[config.mk]
export PLATFORM = sky130hd
export DESIGN_NAME = sram4_ctrl
export DESIGN_NICKNAME = d
export VERILOG_FILES = /design/src/rtl/sram4_pkg.sv /design/src/rtl/sram4_seq.sv /design/src/rtl/sram4_pins.sv /design/src/rtl/sram4_chk.sv /design/src/rtl/sram4_ctrl.sv
export SDC_FILE = /design/constraint.sdc
export NUM_CORES = 1
export LEC_CHECK = 0
export BUFFER_PORTS_ARGS = -buffer_cell sky130_fd_sc_hd__buf_2
export CAP_MARGIN = 5
export CORE_MARGIN = 1.5
export CORE_UTILIZATION = 35
export DETAILED_ROUTE_END_ITERATION = 10
export GPL_TIMING_DRIVEN = 1
export PLACE_DENSITY_LB_ADDON = 0.3
export SLEW_MARGIN = 20
export SYNTH_ARGS = -nofsm -noshare
export SYNTH_HDL_FRONTEND = slang
export SYNTH_SLANG_ARGS = --single-unit
[constraint.sdc]
create_clock -name clk_i -period 4.3 [get_ports clk_i]
set_input_delay 1.29 -clock clk_i [delete_from_list [all_inputs] [get_ports clk_i]]
set_output_delay 1.29 -clock clk_i [all_outputs]
set_load 0.01 [all_outputs]
[src/rtl/sram4_pkg.sv]
package sram4_pkg;
  typedef enum logic [2:0] {
    PH_IDLE = 3'd0,
    PH_1    = 3'd1,
    PH_2    = 3'd2,
    PH_3    = 3'd3,
    PH_4    = 3'd4
  } phase_e;

  // write strobe window: phases 2 and 3
  function automatic logic in_strobe(phase_e ph);
    return (ph == PH_2) || (ph == PH_3);
  endfunction
endpackage

[src/rtl/sram4_seq.sv]
module sram4_seq
  import sram4_pkg::*;
(
  input  logic   clk_i,
  input  logic   rst_ni,
  input  logic   req_i,
  input  logic   we_i,
  input  logic   selfcheck_i,
  output phase_e phase_o,
  output phase_e phase_nxt_o,
  output logic   wr_o,
  output logic   wr_nxt_o,
  output logic   vfy_o,
  output logic   accept_o,
  output logic   ready_o
);
  phase_e phase_q, phase_d;
  logic   wr_q, wr_d, chk_q, chk_d, vfy_q, vfy_d;
  logic   vfy_pend, start_vfy, ready, accept;

  always_comb begin
    vfy_pend  = wr_q & chk_q;
    ready     = (phase_q == PH_IDLE) || ((phase_q == PH_4) && !vfy_pend);
    accept    = req_i & ready;
    start_vfy = (phase_q == PH_4) && vfy_pend;
  end

  always_comb begin
    wr_d  = wr_q;
    chk_d = chk_q;
    vfy_d = vfy_q;
    if (accept) begin
      phase_d = PH_1;
      wr_d    = we_i;
      chk_d   = we_i & selfcheck_i;
      vfy_d   = 1'b0;
    end else if (start_vfy) begin
      phase_d = PH_1;
      wr_d    = 1'b0;
      chk_d   = 1'b0;
      vfy_d   = 1'b1;
    end else begin
      unique case (phase_q)
        PH_1:    phase_d = PH_2;
        PH_2:    phase_d = PH_3;
        PH_3:    phase_d = PH_4;
        default: phase_d = PH_IDLE;
      endcase
    end
  end

  always_ff @(posedge clk_i or negedge rst_ni) begin
    if (!rst_ni) begin
      phase_q <= PH_IDLE;
      wr_q    <= 1'b0;
      chk_q   <= 1'b0;
      vfy_q   <= 1'b0;
    end else begin
      phase_q <= phase_d;
      wr_q    <= wr_d;
      chk_q   <= chk_d;
      vfy_q   <= vfy_d;
    end
  end

  assign phase_o     = phase_q;
  assign phase_nxt_o = phase_d;
  assign wr_o        = wr_q;
  assign wr_nxt_o    = wr_d;
  assign vfy_o       = vfy_q;
  assign accept_o    = accept;
  assign ready_o     = ready;
endmodule

[src/rtl/sram4_pins.sv]
module sram4_pins
  import sram4_pkg::*;
#(
  parameter int ADDR_W = 18,
  parameter int DATA_W = 16
) (
  input  logic              clk_i,
  input  logic              rst_ni,
  input  phase_e            phase_nxt_i,
  input  logic              wr_nxt_i,
  input  logic              accept_i,
  input  logic [ADDR_W-1:0] addr_i,
  input  logic [DATA_W-1:0] wdata_i,
  output logic [ADDR_W-1:0] addr_o,
  output logic [DATA_W-1:0] wd_o,
  output logic              dq_oe_o,
  output logic              we_no,
  output logic              oe_no
);
  logic [ADDR_W-1:0] addr_q;
  logic [DATA_W-1:0] wd_q;
  logic              dq_oe_q, we_nq, oe_nq;

  // captured operands, held for the whole access
  always_ff @(posedge clk_i or negedge rst_ni) begin
    if (!rst_ni) begin
      addr_q <= '0;
      wd_q   <= '0;
    end else if (accept_i) begin
      addr_q <= addr_i;
      wd_q   <= wdata_i;
    end
  end

  // strobes registered from the next phase so they switch on the same edge
  always_ff @(posedge clk_i or negedge rst_ni) begin
    if (!rst_ni) begin
      we_nq   <= 1'b1;
      oe_nq   <= 1'b1;
      dq_oe_q <= 1'b0;
    end else begin
      we_nq   <= !(wr_nxt_i && in_strobe(phase_nxt_i));
      dq_oe_q <= wr_nxt_i && in_strobe(phase_nxt_i);
      oe_nq   <= !((phase_nxt_i != PH_IDLE) && !wr_nxt_i);
    end
  end

  assign addr_o  = addr_q;
  assign wd_o    = wd_q;
  assign dq_oe_o = dq_oe_q;
  assign we_no   = we_nq;
  assign oe_no   = oe_nq;
endmodule

[src/rtl/sram4_chk.sv]
module sram4_chk
  import sram4_pkg::*;
#(
  parameter int DATA_W     = 16,
  parameter int ERR_CYCLES = 16
) (
  input  logic              clk_i,
  input  logic              rst_ni,
  input  phase_e            phase_i,
  input  logic              wr_i,
  input  logic              vfy_i,
  input  logic [DATA_W-1:0] dq_i,
  input  logic [DATA_W-1:0] wd_i,
  output logic [DATA_W-1:0] rdata_o,
  output logic              rvalid_o,
  output logic              err_o
);
  localparam int CW = $clog2(ERR_CYCLES + 1);

  logic [DATA_W-1:0] rdata_q;
  logic              rvalid_q, cap;
  logic [CW-1:0]     cnt_q;

  assign cap = (phase_i == PH_3) && !wr_i;

  always_ff @(posedge clk_i or negedge rst_ni) begin
    if (!rst_ni) begin
      rdata_q  <= '0;
      rvalid_q <= 1'b0;
    end else begin
      rvalid_q <= cap && !vfy_i;
      if (cap && !vfy_i) rdata_q <= dq_i;
    end
  end

  // blink stretcher
  always_ff @(posedge clk_i or negedge rst_ni) begin
    if (!rst_ni)                        cnt_q <= '0;
    else if (cap && vfy_i && dq_i != wd_i) cnt_q <= CW'(ERR_CYCLES);
    else if (cnt_q != '0)                cnt_q <= cnt_q - CW'(1);
  end

  assign rdata_o  = rdata_q;
  assign rvalid_o = rvalid_q;
  assign err_o    = (cnt_q != '0);
endmodule

[src/rtl/sram4_ctrl.sv]
module sram4_ctrl
  import sram4_pkg::*;
#(
  parameter int ADDR_W     = 18,
  parameter int DATA_W     = 16,
  parameter int ERR_CYCLES = 16
) (
  input  logic              clk_i,
  input  logic              rst_ni,
  input  logic              req_i,
  input  logic              we_i,
  input  logic [ADDR_W-1:0] addr_i,
  input  logic [DATA_W-1:0] wdata_i,
  input  logic              selfcheck_i,
  output logic              ready_o,
  output logic [DATA_W-1:0] rdata_o,
  output logic              rvalid_o,
  output logic              err_o,
  output logic [ADDR_W-1:0] sram_addr_o,
  output logic [DATA_W-1:0] sram_dq_o,
  output logic              sram_dq_oe_o,
  input  logic [DATA_W-1:0] sram_dq_i,
  output logic              sram_we_no,
  output logic              sram_oe_no
);
  phase_e phase, phase_nxt;
  logic   wr, wr_nxt, vfy, accept;

  sram4_seq u_seq (
    .clk_i       (clk_i),
    .rst_ni      (rst_ni),
    .req_i       (req_i),
    .we_i        (we_i),
    .selfcheck_i (selfcheck_i),
    .phase_o     (phase),
    .phase_nxt_o (phase_nxt),
    .wr_o        (wr),
    .wr_nxt_o    (wr_nxt),
    .vfy_o       (vfy),
    .accept_o    (accept),
    .ready_o     (ready_o)
  );

  sram4_pins #(.ADDR_W(ADDR_W), .DATA_W(DATA_W)) u_pins (
    .clk_i       (clk_i),
    .rst_ni      (rst_ni),
    .phase_nxt_i (phase_nxt),
    .wr_nxt_i    (wr_nxt),
    .accept_i    (accept),
    .addr_i      (addr_i),
    .wdata_i     (wdata_i),
    .addr_o      (sram_addr_o),
    .wd_o        (sram_dq_o),
    .dq_oe_o     (sram_dq_oe_o),
    .we_no       (sram_we_no),
    .oe_no       (sram_oe_no)
  );

  sram4_chk #(.DATA_W(DATA_W), .ERR_CYCLES(ERR_CYCLES)) u_chk (
    .clk_i    (clk_i),
    .rst_ni   (rst_ni),
    .phase_i  (phase),
    .wr_i     (wr),
    .vfy_i    (vfy),
    .dq_i     (sram_dq_i),
    .wd_i     (sram_dq_o),
    .rdata_o  (rdata_o),
    .rvalid_o (rvalid_o),
    .err_o    (err_o)
  );
endmodule

==> summary.md <==
| Metric | Value |
|---|---|
| CTS tree | yes |
| Drt first pass iters | 4 |
| Clk buf depth | 2 |
| Pint | about 1.8 mW |
| Unrepaired setup endpoints after global routing | false |
| Hpwl dp | 4170 um |
| CTS sink count | 65 |
| Crit path max fanout | 6 |
| Seq cells post-synth | 65 |
| Fin crit share | between 70 and 80% |
| Final setup TNS | 0 ns |
| Drt total wl | roughly 5700 um |
| Effective utilization at floorplan | 36.8% |
| Core ar. | 7370 um^2 |
| Post-CTS Hold Buffers | 0 |
| Setup Buffers After CTS | 0 |
| Max-cap violations | 0 |
| Sequential power share | 41.9% |
| Fmax | 322 MHz |
| Post-Layout Inst Area | roughly 3500 um^2 |
| Crit path largest cell delay | 0.54 ns |
| Synth-to-layout area growth | 30.5% |
| Die extent in x | between 90 and 100 um |
| Final setup fails | 0 |
| Post-CTS Resized | 0 |
| Clk pwr share | 18.5% |
| Post-synth top area cell | dfrtp_1 |
| WL/cell | about 14 um |
| Ys Warns | 0 |
| ANT cells | 0 |
| # port buffers | 110 |
| Syn_area_per_cell | 14.6 um^2 |
| Crit path arrival time | 1.81 ns |
| Overall Global Routing Usage | between 10% and 20% |
| Switching Share | 34.3% |
| Cell Pwr Density | 763 nW/um^2 |
| Die Y | around 91 um |
| Most frequent cells in the layout | 110 x buf_2, 63 x dfrtp_1, 50 x mux2_2 |
| Status | completed |
| Synth unique cells | 26 |
| Relative slew slack | 31.8% |
| DR vias/cell | 4.57 |
| Syn Inst Count | between 150 and 200 |
| # IOs | 111 |
| Min Clock Period, post-route | around 3.1 ns |
| Mapped Area | 2710 um^2 |
| P_sw | 926 uW |
| Via count | 1865 |
| Row cnt | 31 |
| Final hold violations | 0 |
| Share of post-route cells with drive strength above 1 | approximately 59% |
| CTS HTree Levels | 3 |
| LEAKAGE | roughly 1.7 nW |
| Crit start category | flip-flop |
| Final ANT Viol Nets | 0 |
| Worst-Margin Slew | 1.01 ns |
| CP cell instances | inv_1 -> ha_1 -> nor4b_2 -> inv_1 -> buf_2 |
| # fillers | 726 |
| Nets | 361 |
| Peak supply drop | just over 0.3 mV |
| GPL Wtd Cong | between 0.7 and 0.8 |
| Pin count of the biggest net entering global routing | 40 |
| Worst setup EP type | primary output |
| Commonest non-fill, non-tap cell in the layout | buf_2 |
| Top cell type's share of synthesized area | 58.1% |
| Top post-synthesis cells by area | dfrtp_1 58%, mux2_2 21%, xor2_1 5.2%, dfstp_2 1.9%, buf_6 1.7% |
| Sequential fraction of the synthesis area | 60.1% |
| Total die area | 8280 um^2 |
| Worst skew pair latency | 0.32 ns |
| Initial antenna violation count | 0 |
| Congestion Overflow GR | 0 |
| Vias in the first global route | ~1900 |
| Clk pin slew, worst setup/hold paths | 0.07 ns |
| First DRT Iteration DRCs | 36 |
| Worst Skew | 0.00808 ns |
| First-pass GRT wire length | 9490 um |
| TritonCTS Buffers | 9 |
| Slowest-stage cell, CP | nor4b_2 |
| Drc violations | 0 |
| Logic pwr share | approximately two fifths |
| Hold crit path type | flip-flop to flip-flop |
| Most used cell, CP | inv_1 |
| Crit Path Category | flip-flop to primary output |
| Area after DPL | 3350 um^2 |
| CTS root buf | clkbuf_8 |
| Worst EP required | around 3 ns |
| Syn Nets | 243 |
| Pins Over Slew Limit | 0 |
==> per-stage QoR <==
stage	utilization [%]	hold WS [ns]	setup slack, ns	cells	power [mW]
after detailed placement	45.5	0.487	1.44	392	2.23
after CTS	48.0	0.505	1.21	408	2.75
after floorplan	-	0.481	1.85	186	1.82
final	48.0	0.502	1.20	408	2.70
after global routing	48.0	0.514	1.04	408	2.90
after global placement	45.5	0.485	1.49	392	2.20
==> cells in the mapped netlist <==
| cell | count |
|---|---|
| dfrtp_1 | 63 |
| mux2_2 | 50 |
| xor2_1 | 16 |
| a21oi_1 | 5 |
| inv_1 | 5 |
| nor2_1 | 5 |
| nor4_1 | 5 |
| buf_6 | 4 |
| nand2_1 | 4 |
| nor3_1 | 4 |
| xnor2_1 | 4 |
| a211oi_1 | 2 |
| a22o_1 | 2 |
| and3_1 | 2 |
| dfstp_2 | 2 |
| ha_1 | 2 |
| o21ai_0 | 2 |
| a21o_1 | 1 |
| a221o_2 | 1 |
| buf_2 | 1 |
| nand3_1 | 1 |
| nand3_2 | 1 |
| nand4_1 | 1 |
| nor4_4 | 1 |
| nor4b_1 | 1 |
| nor4b_2 | 1 |
==> state kept, by name, summed over array words and instances, names as in the netlist <==
signal / cells
u_chk.rdata_o: 16
u_chk.cnt_q: 5
u_pins.we_no: 1
u_pins.dq_oe_o: 1
u_pins.wd_o: 16
u_seq.chk_q: 1
u_pins.addr_o: 18
u_seq.vfy_o: 1
u_pins.oe_no: 1
u_seq.wr_o: 1
u_chk.rvalid_o: 1
u_seq.phase_o: 3
==> power groups by stage <==
stage | logic, mW | clock network [mW] | registers (mW)
final | 1.07 | 0.500 | 1.13
after detailed placement | 1.09 | 0 | 1.14
after global placement | 1.07 | 0 | 1.13
after CTS | 1.09 | 0.524 | 1.13
after global routing | 1.18 | 0.546 | 1.17
after floorplan | 0.582 | 0 | 1.24
==> logic make-up (layout without fill, tap and decap cells) <==
| group | count (synthesis) | after routing | synth area share, % |
|---|---|---|---|
| xor+xnor | 20 | 20 | 6.46 |
| compound gates | 13 | 13 | 3.18 |
| buf+inv | 10 | 133 | 2.54 |
| flops | 65 | 65 | 60.1 |
| mux | 50 | 50 | 20.8 |
| fa+ha+maj | 2 | 2 | 0.923 |
| simple gates | 26 | 26 | 6.04 |
==> layout make-up <==
class	count	area [um^2]	share of cell area (%)
Sequential cell	65	1630	46.0
Multi-Input combinational cell	111	1010	28.6
Timing Repair Buffer	112	566	16.0
Clock buffer	13	149	4.21
Tap cell	99	124	3.50
Clock inverter	3	40.0	1.13
Inverter	5	18.8	0.530
==> critical path, delay by kind of cell, from the launching register on <==
family        cells  cell delay [ns]
simple gates      1             0.54
buf+inv           3             0.39
flops             1             0.38
fa+ha+maj         1             0.18
==> worst paths after layout <==
path                                              start                      endpoint  slack (ns)  cells past startpoint
max in group asynchronous                        rst_ni        u_pins.oe_no$_DFF_PN1_        2.40                      2
min in group asynchronous                        rst_ni   u_pins.wd_o[14]$_DFFE_PN0P_        0.96                      1
max reg2reg                  u_seq.phase_o[1]$_DFF_PN0_    u_pins.wd_o[9]$_DFFE_PN0P_        2.07                      3
max                          u_chk.cnt_q[0]$_DFFE_PN0P_                         err_o        1.20                      5
min                        u_pins.addr_o[6]$_DFFE_PN0P_  u_pins.addr_o[6]$_DFFE_PN0P_        0.50                      1
min reg2reg                u_pins.addr_o[6]$_DFFE_PN0P_  u_pins.addr_o[6]$_DFFE_PN0P_        0.50                      1
==> layer usage <==
layer	part of all wire, %	global-route usage [%]
met1	43	18.6
met2	50	22.7
met3	5.4	3.52
met4	1.9	7.94
met5	0	0
Power figures use the tool's default switching activity.
